$ cat src/rtl/jsp_pkg.sv
package jsp_pkg;
  localparam int BYTE_W = 8;
  localparam int NIB_W  = 4;
  typedef logic [BYTE_W-1:0] byte_t;
endpackage

$ cat src/rtl/jsp_dr_shifter.sv
// Frame shift register with a bit counter: loads at capture, shifts right
// (LSB out, new bit in at the top) and freezes once the full frame is in.
module jsp_dr_shifter #(
  parameter int FRAME_W = 72
) (
  input  logic               clk,
  input  logic               rst,
  input  logic               load,
  input  logic [FRAME_W-1:0] load_val,
  input  logic               shift,
  input  logic               sin,
  input  logic               clear,
  output logic [FRAME_W-1:0] frame,
  output logic               frame_ok,
  output logic               sout
);
  localparam int CNT_W = $clog2(FRAME_W + 1);

  logic [FRAME_W-1:0] sr;
  logic [CNT_W-1:0]   cnt;
  logic               armed;

  always_ff @(posedge clk) begin
    if (rst) begin
      sr    <= '0;
      cnt   <= '0;
      armed <= 1'b0;
    end else if (load) begin
      sr    <= load_val;
      cnt   <= '0;
      armed <= 1'b1;
    end else if (clear) begin
      cnt   <= '0;
      armed <= 1'b0;
    end else if (shift && (cnt != CNT_W'(FRAME_W))) begin
      sr  <= {sin, sr[FRAME_W-1:1]};
      cnt <= cnt + 1'b1;
    end
  end

  assign frame    = sr;
  assign frame_ok = armed && (cnt == CNT_W'(FRAME_W));
  assign sout     = sr[0];

  // counter never passes the frame length
  assert_cnt_bound_R8: assert property (@(posedge clk) disable iff (rst)
    cnt <= CNT_W'(FRAME_W));
  // once complete, extra shift cycles leave the frame untouched
  assert_extra_bits_ignored_R8: assert property (@(posedge clk) disable iff (rst)
    (shift && frame_ok && !load && !clear) |=> $stable(frame));
endmodule

$ cat src/rtl/jsp_rx_fifo.sv
// Receive FIFO: several bytes written in one cycle, one byte read per cycle.
module jsp_rx_fifo #(
  parameter int DEPTH = 8,
  parameter int SLOTS = 8
) (
  input  logic                            clk,
  input  logic                            rst,
  input  logic                            wr_en,
  input  logic [$clog2(DEPTH+1)-1:0]      wr_n,
  input  logic [SLOTS-1:0][jsp_pkg::BYTE_W-1:0] wr_bytes,
  input  logic                            rd_en,
  output logic [jsp_pkg::BYTE_W-1:0]      rd_byte,
  output logic                            rd_valid,
  output logic [$clog2(DEPTH+1)-1:0]      level
);
  localparam int AW = $clog2(DEPTH);
  localparam int CW = $clog2(DEPTH + 1);

  jsp_pkg::byte_t  mem [DEPTH];
  logic [AW-1:0]   wr_ptr, rd_ptr;
  logic            pop_ok;
  logic [CW-1:0]   add_n;

  assign pop_ok = rd_en && (level != '0);
  assign add_n  = wr_en ? wr_n : '0;

  always_ff @(posedge clk) begin
    if (wr_en) begin
      for (int i = 0; i < SLOTS; i++) begin
        if (i < int'(wr_n)) mem[AW'(wr_ptr + AW'(i))] <= wr_bytes[i];
      end
    end
  end

  always_ff @(posedge clk) begin
    if (rst) begin
      wr_ptr <= '0;
      rd_ptr <= '0;
      level  <= '0;
    end else begin
      wr_ptr <= wr_ptr + AW'(add_n);
      if (pop_ok) rd_ptr <= rd_ptr + 1'b1;
      level <= level + add_n - CW'(pop_ok);
    end
  end

  assign rd_byte  = mem[rd_ptr];
  assign rd_valid = (level != '0);

  // a bulk write never exceeds the room left
  assert_no_overflow_R5: assert property (@(posedge clk) disable iff (rst)
    wr_en |-> (int'(level) + int'(wr_n) <= DEPTH));
  assert_level_bound_R5: assert property (@(posedge clk) disable iff (rst)
    level <= CW'(DEPTH));
endmodule

$ cat src/rtl/jsp_tx_fifo.sv
// Transmit FIFO: one byte written per cycle, a window of SLOTS bytes visible
// from the head, several bytes removed in one cycle.
module jsp_tx_fifo #(
  parameter int DEPTH = 8,
  parameter int SLOTS = 8
) (
  input  logic                            clk,
  input  logic                            rst,
  input  logic                            push,
  input  logic [jsp_pkg::BYTE_W-1:0]      din,
  output logic                            ready,
  input  logic                            pop_en,
  input  logic [$clog2(DEPTH+1)-1:0]      pop_n,
  output logic [SLOTS-1:0][jsp_pkg::BYTE_W-1:0] peek,
  output logic [$clog2(DEPTH+1)-1:0]      level
);
  localparam int AW = $clog2(DEPTH);
  localparam int CW = $clog2(DEPTH + 1);

  jsp_pkg::byte_t  mem [DEPTH];
  logic [AW-1:0]   wr_ptr, rd_ptr;
  logic            push_ok;
  logic [CW-1:0]   sub_n;

  assign ready   = (level != CW'(DEPTH));
  assign push_ok = push && ready;
  assign sub_n   = pop_en ? pop_n : '0;

  always_ff @(posedge clk) begin
    if (push_ok) mem[wr_ptr] <= din;
  end

  always_ff @(posedge clk) begin
    if (rst) begin
      wr_ptr <= '0;
      rd_ptr <= '0;
      level  <= '0;
    end else begin
      if (push_ok) wr_ptr <= wr_ptr + 1'b1;
      rd_ptr <= rd_ptr + AW'(sub_n);
      level  <= level + CW'(push_ok) - sub_n;
    end
  end

  for (genvar g = 0; g < SLOTS; g++) begin : g_peek
    assign peek[g] = mem[AW'(rd_ptr + AW'(g))];
  end

  // never removes more than it holds
  assert_pop_le_level_R6: assert property (@(posedge clk) disable iff (rst)
    pop_en |-> (pop_n <= level));
  // a load into a full FIFO is dropped
  assert_full_load_dropped_R9: assert property (@(posedge clk) disable iff (rst)
    (push && (level == CW'(DEPTH)) && !pop_en) |=> $stable(level));
endmodule

$ cat src/rtl/jsp_exchange.sv
// Full-duplex byte exchange over one fixed-length JTAG data-register frame.
module jsp_exchange #(
  parameter int DEPTH = 8,
  parameter int SLOTS = 8
) (
  input  logic       clk,
  input  logic       rst,
  input  logic       dr_capture,
  input  logic       dr_shift,
  input  logic       dr_update,
  input  logic       tdi,
  output logic       tdo,
  output logic [7:0] rx_byte,
  output logic       rx_avail,
  input  logic       rx_take,
  input  logic [7:0] tx_byte,
  input  logic       tx_load,
  output logic       tx_space
);
  import jsp_pkg::*;

  localparam int FRAME_W = BYTE_W * (SLOTS + 1);
  localparam int CW      = $clog2(DEPTH + 1);

  logic [CW-1:0]                 rx_level, tx_level;
  logic [SLOTS-1:0][BYTE_W-1:0]  tx_peek;
  logic [FRAME_W-1:0]            frame_q, cap_val;
  logic                          frame_ok, commit;
  logic [CW-1:0]                 tx_clip, free_now, cap_tx, cap_free;
  logic [CW-1:0]                 host_n, accept;
  logic [NIB_W-1:0]              host_nib;
  logic [BYTE_W-1:0]             ret_hdr;

  // header contents at capture time
  assign tx_clip  = (tx_level > CW'(SLOTS)) ? CW'(SLOTS) : tx_level;
  assign free_now = CW'(DEPTH) - rx_level;
  assign ret_hdr  = {NIB_W'(tx_clip), NIB_W'(free_now)};
  assign cap_val  = {tx_peek, ret_hdr};

  always_ff @(posedge clk) begin
    if (rst) begin
      cap_tx   <= '0;
      cap_free <= '0;
    end else if (dr_capture) begin
      cap_tx   <= tx_clip;
      cap_free <= free_now;
    end
  end

  // host header decode: count in the upper nibble, capped at SLOTS
  assign host_nib = frame_q[BYTE_W-1 -: NIB_W];
  assign host_n   = (host_nib > NIB_W'(SLOTS)) ? CW'(SLOTS) : CW'(host_nib);
  assign accept   = (host_n < cap_free) ? host_n : cap_free;
  assign commit   = dr_update && frame_ok;

  jsp_dr_shifter #(.FRAME_W(FRAME_W)) u_shift (
    .clk      (clk),
    .rst      (rst),
    .load     (dr_capture),
    .load_val (cap_val),
    .shift    (dr_shift),
    .sin      (tdi),
    .clear    (dr_update),
    .frame    (frame_q),
    .frame_ok (frame_ok),
    .sout     (tdo)
  );

  jsp_rx_fifo #(.DEPTH(DEPTH), .SLOTS(SLOTS)) u_rx (
    .clk      (clk),
    .rst      (rst),
    .wr_en    (commit),
    .wr_n     (accept),
    .wr_bytes (frame_q[FRAME_W-1:BYTE_W]),
    .rd_en    (rx_take),
    .rd_byte  (rx_byte),
    .rd_valid (rx_avail),
    .level    (rx_level)
  );

  jsp_tx_fifo #(.DEPTH(DEPTH), .SLOTS(SLOTS)) u_tx (
    .clk    (clk),
    .rst    (rst),
    .push   (tx_load),
    .din    (tx_byte),
    .ready  (tx_space),
    .pop_en (commit),
    .pop_n  (cap_tx),
    .peek   (tx_peek),
    .level  (tx_level)
  );

  // an update that ends a short scan leaves the receive level alone
  assert_abort_rx_still_R7: assert property (@(posedge clk) disable iff (rst)
    (dr_update && !frame_ok && !rx_take) |=> $stable(rx_level));
  // and the transmit level only grows by a system load
  assert_abort_tx_still_R7: assert property (@(posedge clk) disable iff (rst)
    (dr_update && !frame_ok && !tx_load) |=> $stable(tx_level));
endmodule

$ cat config.mk
export PLATFORM = sky130hd
export DESIGN_NAME = jsp_exchange
export DESIGN_NICKNAME = d
export VERILOG_FILES = /design/src/rtl/jsp_pkg.sv /design/src/rtl/jsp_dr_shifter.sv /design/src/rtl/jsp_rx_fifo.sv /design/src/rtl/jsp_tx_fifo.sv /design/src/rtl/jsp_exchange.sv
export SDC_FILE = /design/constraint.sdc
export NUM_CORES = 1
export LEC_CHECK = 0
export ABC_AREA = 1
export CAP_MARGIN = 25
export CORE_ASPECT_RATIO = 0.6
export CORE_MARGIN = 4
export CORE_UTILIZATION = 35
export CTS_BUF_LIST = sky130_fd_sc_hd__clkbuf_4
export DETAILED_ROUTE_END_ITERATION = 12
export DONT_BUFFER_PORTS = 1
export GPL_TIMING_DRIVEN = 0
export PLACE_DENSITY = 0.57
export SYNTH_ARGS = -nofsm -noshare
export SYNTH_HDL_FRONTEND = slang
export SYNTH_SLANG_ARGS = --single-unit
export TNS_END_PERCENT = 50
$ cat constraint.sdc
create_clock -name clk -period 4.29 [get_ports clk]
set_input_delay 0.6435 -clock clk [delete_from_list [all_inputs] [get_ports clk]]
set_output_delay 0.6435 -clock clk [all_outputs]
set_load 0.05 [all_outputs]
==> results_dict.tcl <==
set metrics [dict create \
    fp.dieW_um 301.5 \
    vias_per_cell 5.667 \
    io_buffer_count 0 \
    finalSetupViolations 0 \
    regArea_um2 6066 \
    finalHoldViolCount 0 \
    use_met3 0.1062 \
    grt_pass1_vias 18670 \
    synthesis.nets 2918 \
    cts.sinks 239 \
    firstDrtPassIters 7 \
    syn_inst 2872 \
    synth_ff_type "edfxtp_1" \
    clockBufferDepth 3 \
    cp_max_fo 10 \
    drt_wl_total_um 88990 \
    synth_edf_count 128 \
    fin_area_um2 19860 \
    grtUsageTotal 0.3151 \
    yosys.area.top_type "edfxtp_1" \
    fin_crit_ps 3983 \
    met2_usage 0.3785 \
    avgSynthCellArea_um2 6.297 \
    arrival_ps 4340 \
    p_leak_nw 9.058 \
    fin_skew_ps 134.7 \
    detail-route-antenna-nets 0 \
    cellPowerDensity_nw_per_um2 334.0 \
    gp_congestion 1.126 \
    hold_path_class "in -> reg" \
    rows 64 \
    synth_top_area_frac 0.2125 \
    met1_usage 0.5232 \
    ys_warn_count 0 \
    rsz0062_at_grt "no" \
    vias 20900 \
    async_reset_ff_frac 0 \
    ys_types 45 \
    drtIter0Drc 3388 \
    ys_seq_elements 239 \
    cp-end-kind "register" \
    worstMarginPinSlew_ps 1150 \
    ff2ff_setup_slack_ps 310 \
    busiest_layer "met1" \
    cts_inserted_buffers 60 \
    cts_tree "yes" \
    clkLatencyLatePin_ps 840 \
    drive_gt1_frac 0.07451 \
    seq_area_frac_synth 0.3354 \
    cts.htree.levels 2 \
    area.growth.synth_to_final_pct 9.796 \
    slew_headroom 0.2333 \
    fmax_ghz 0.2511 \
    most-common-layout-cells "nand2_1 (943), o21ai_0 (363), inv_1 (342)" \
    antenna_found_initial 2 \
    postPlaceCellArea_um2 19060 \
    synthesis.area_um2 18080 \
    final_common_cell "nand2_1" \
    die_area_um2 55490 \
    chipHeight_um 184.1 \
    wl_per_cell_um 24.13 \
    drcViolationCount 0 \
    core_um2 51010 \
    finish.net_count 3001 \
    drv_slew 0 \
    grt_max_degree 17 \
    required_ps 4650 \
    min_period_over_period 0.9285 \
    postCtsSetupBuffers 0 \
    grt_pass1_wl_um 127500 \
    nFillCells 5574 \
    vdd_drop_max_mv 0.1984 \
    synth_area_leaders "edfxtp_1 (21%), nand2_1 (20%), dfxtp_1 (12%)" \
    cp-start-kind "register" \
    start_util 0.3545 \
    tns_ps 0 \
    io_pins 27 \
    crit_type "reg -> reg" \
    cap_viol_max_count 0 \
    cts-root-buf "clkbuf_4" \
    cts.clk_slew.worst_paths_ps 80 \
    multi_input_area_um2 9903 \
    status "finished, final reports clean" \
    dp_hpwl_um 72290 \
    grt_overflow 0 \
]
[power breakdown]
group	switching, mW	internal (mW)	total (mW)
sequential	0.166	2.57	2.74
combinational	1.46	0.527	1.98
clock	1.03	0.885	1.91
total	2.65	3.98	6.63
[flip-flops by register name, indices dropped and copies added (netlist names), 4 cells and up, named ones only]
| name | count |
|---|---|
| cap_free | 4 |
| cap_tx | 4 |
| u_rx.level | 4 |
| u_rx.mem | 64 |
| u_shift.cnt | 7 |
| u_shift.frame | 72 |
| u_tx.level | 4 |
| u_tx.mem | 64 |
[final cells by class]
class | count | area share
Timing Repair Buffer | 21 | 0.009767
Tap cell | 693 | 0.04367
Buffer | 161 | 0.03774
Sequential cell | 239 | 0.3055
Inverter | 364 | 0.06931
Antenna cell | 2 | 0.0002520
Clock buffer | 83 | 0.03138
Clock inverter | 17 | 0.003655
Multi-Input combinational cell | 2108 | 0.4987
[critical path, cell delays in order (launching register included)]
cell and delay [ps]:
dfxtp_1 410, inv_2 140, clkbuf_1 400, ha_1 380, inv_1 160, nand2_1 90, nor2_1 790, nand2_1 510
nand2_1 260, nor2_1 70, o2111ai_1 360
[stage by stage]
step	instances	hold slack, ps	util	power (mW)	worst slack [ps]
4_1_cts	3686	0.3138	0.3892	6.596	442.8
6_report	3688	70.79	0.3893	6.633	306.8
2_1_floorplan	2872	412.1	-	3.951	1592
3_5_place_dp	3576	444.1	0.3736	4.665	531.8
5_1_grt	3688	36.88	0.3893	6.968	190.1
3_3_place_gp	3565	439.1	0.3715	4.567	568.9
[metal layers]
metal | up-vias | share of wire | wire length, µm
li1 | 9510 | - | -
met1 | 9926 | 0.49 | 43480
met2 | 1354 | 0.33 | 29750
met3 | 105 | 0.16 | 14380
met4 | 4 | 0.014 | 1209
met5 | - | 0.0018 | 156
[cell usage after synthesis, drive strengths merged, types with 20 or more instances]
master,instances
nand3,146
buf,63
dfxtp,111
nor2,171
ha,26
nor3,20
edfxtp,128
a21oi,278
clkbuf,98
inv,364
nand2,972
o21ai,399
[final timing paths]
path	start	endpoint	depth (start not counted)
worst max-delay path	u_rx.wr_ptr[0]$_SDFF_PP0_	u_rx.mem[0][5]$_DFFE_PP_	10
worst min-delay path	dr_update	u_shift.armed$_SDFFE_PP0P_	3
worst max register to register	u_rx.wr_ptr[0]$_SDFF_PP0_	u_rx.mem[0][5]$_DFFE_PP_	10
worst min register to register	u_shift.frame[3]$_SDFFE_PP0P_	u_shift.frame[3]$_SDFFE_PP0P_	2
[cell families (layout without fill, tap and decap cells)]
logic type,count (synthesis),after routing,synth area share
AO/OA/AOI/OAI,739,739,0.2141
AND/OR/NAND/NOR,1323,1323,0.3028
adder cells (fa/ha/maj),30,30,0.02242
XOR/XNOR,16,16,0.007749
buffers and inverters,525,646,0.1175
other,0,2,0
flip-flops,239,239,0.3354
[repair_timing]
| action | 4_1_cts | 5_1_grt |
|---|---|---|
| resized for setup | 0 | 0 |
| hold buffers | 10 | 0 |
| hold endpoints to repair | 68 | 0 |
(Power assumes the default switching activity.)
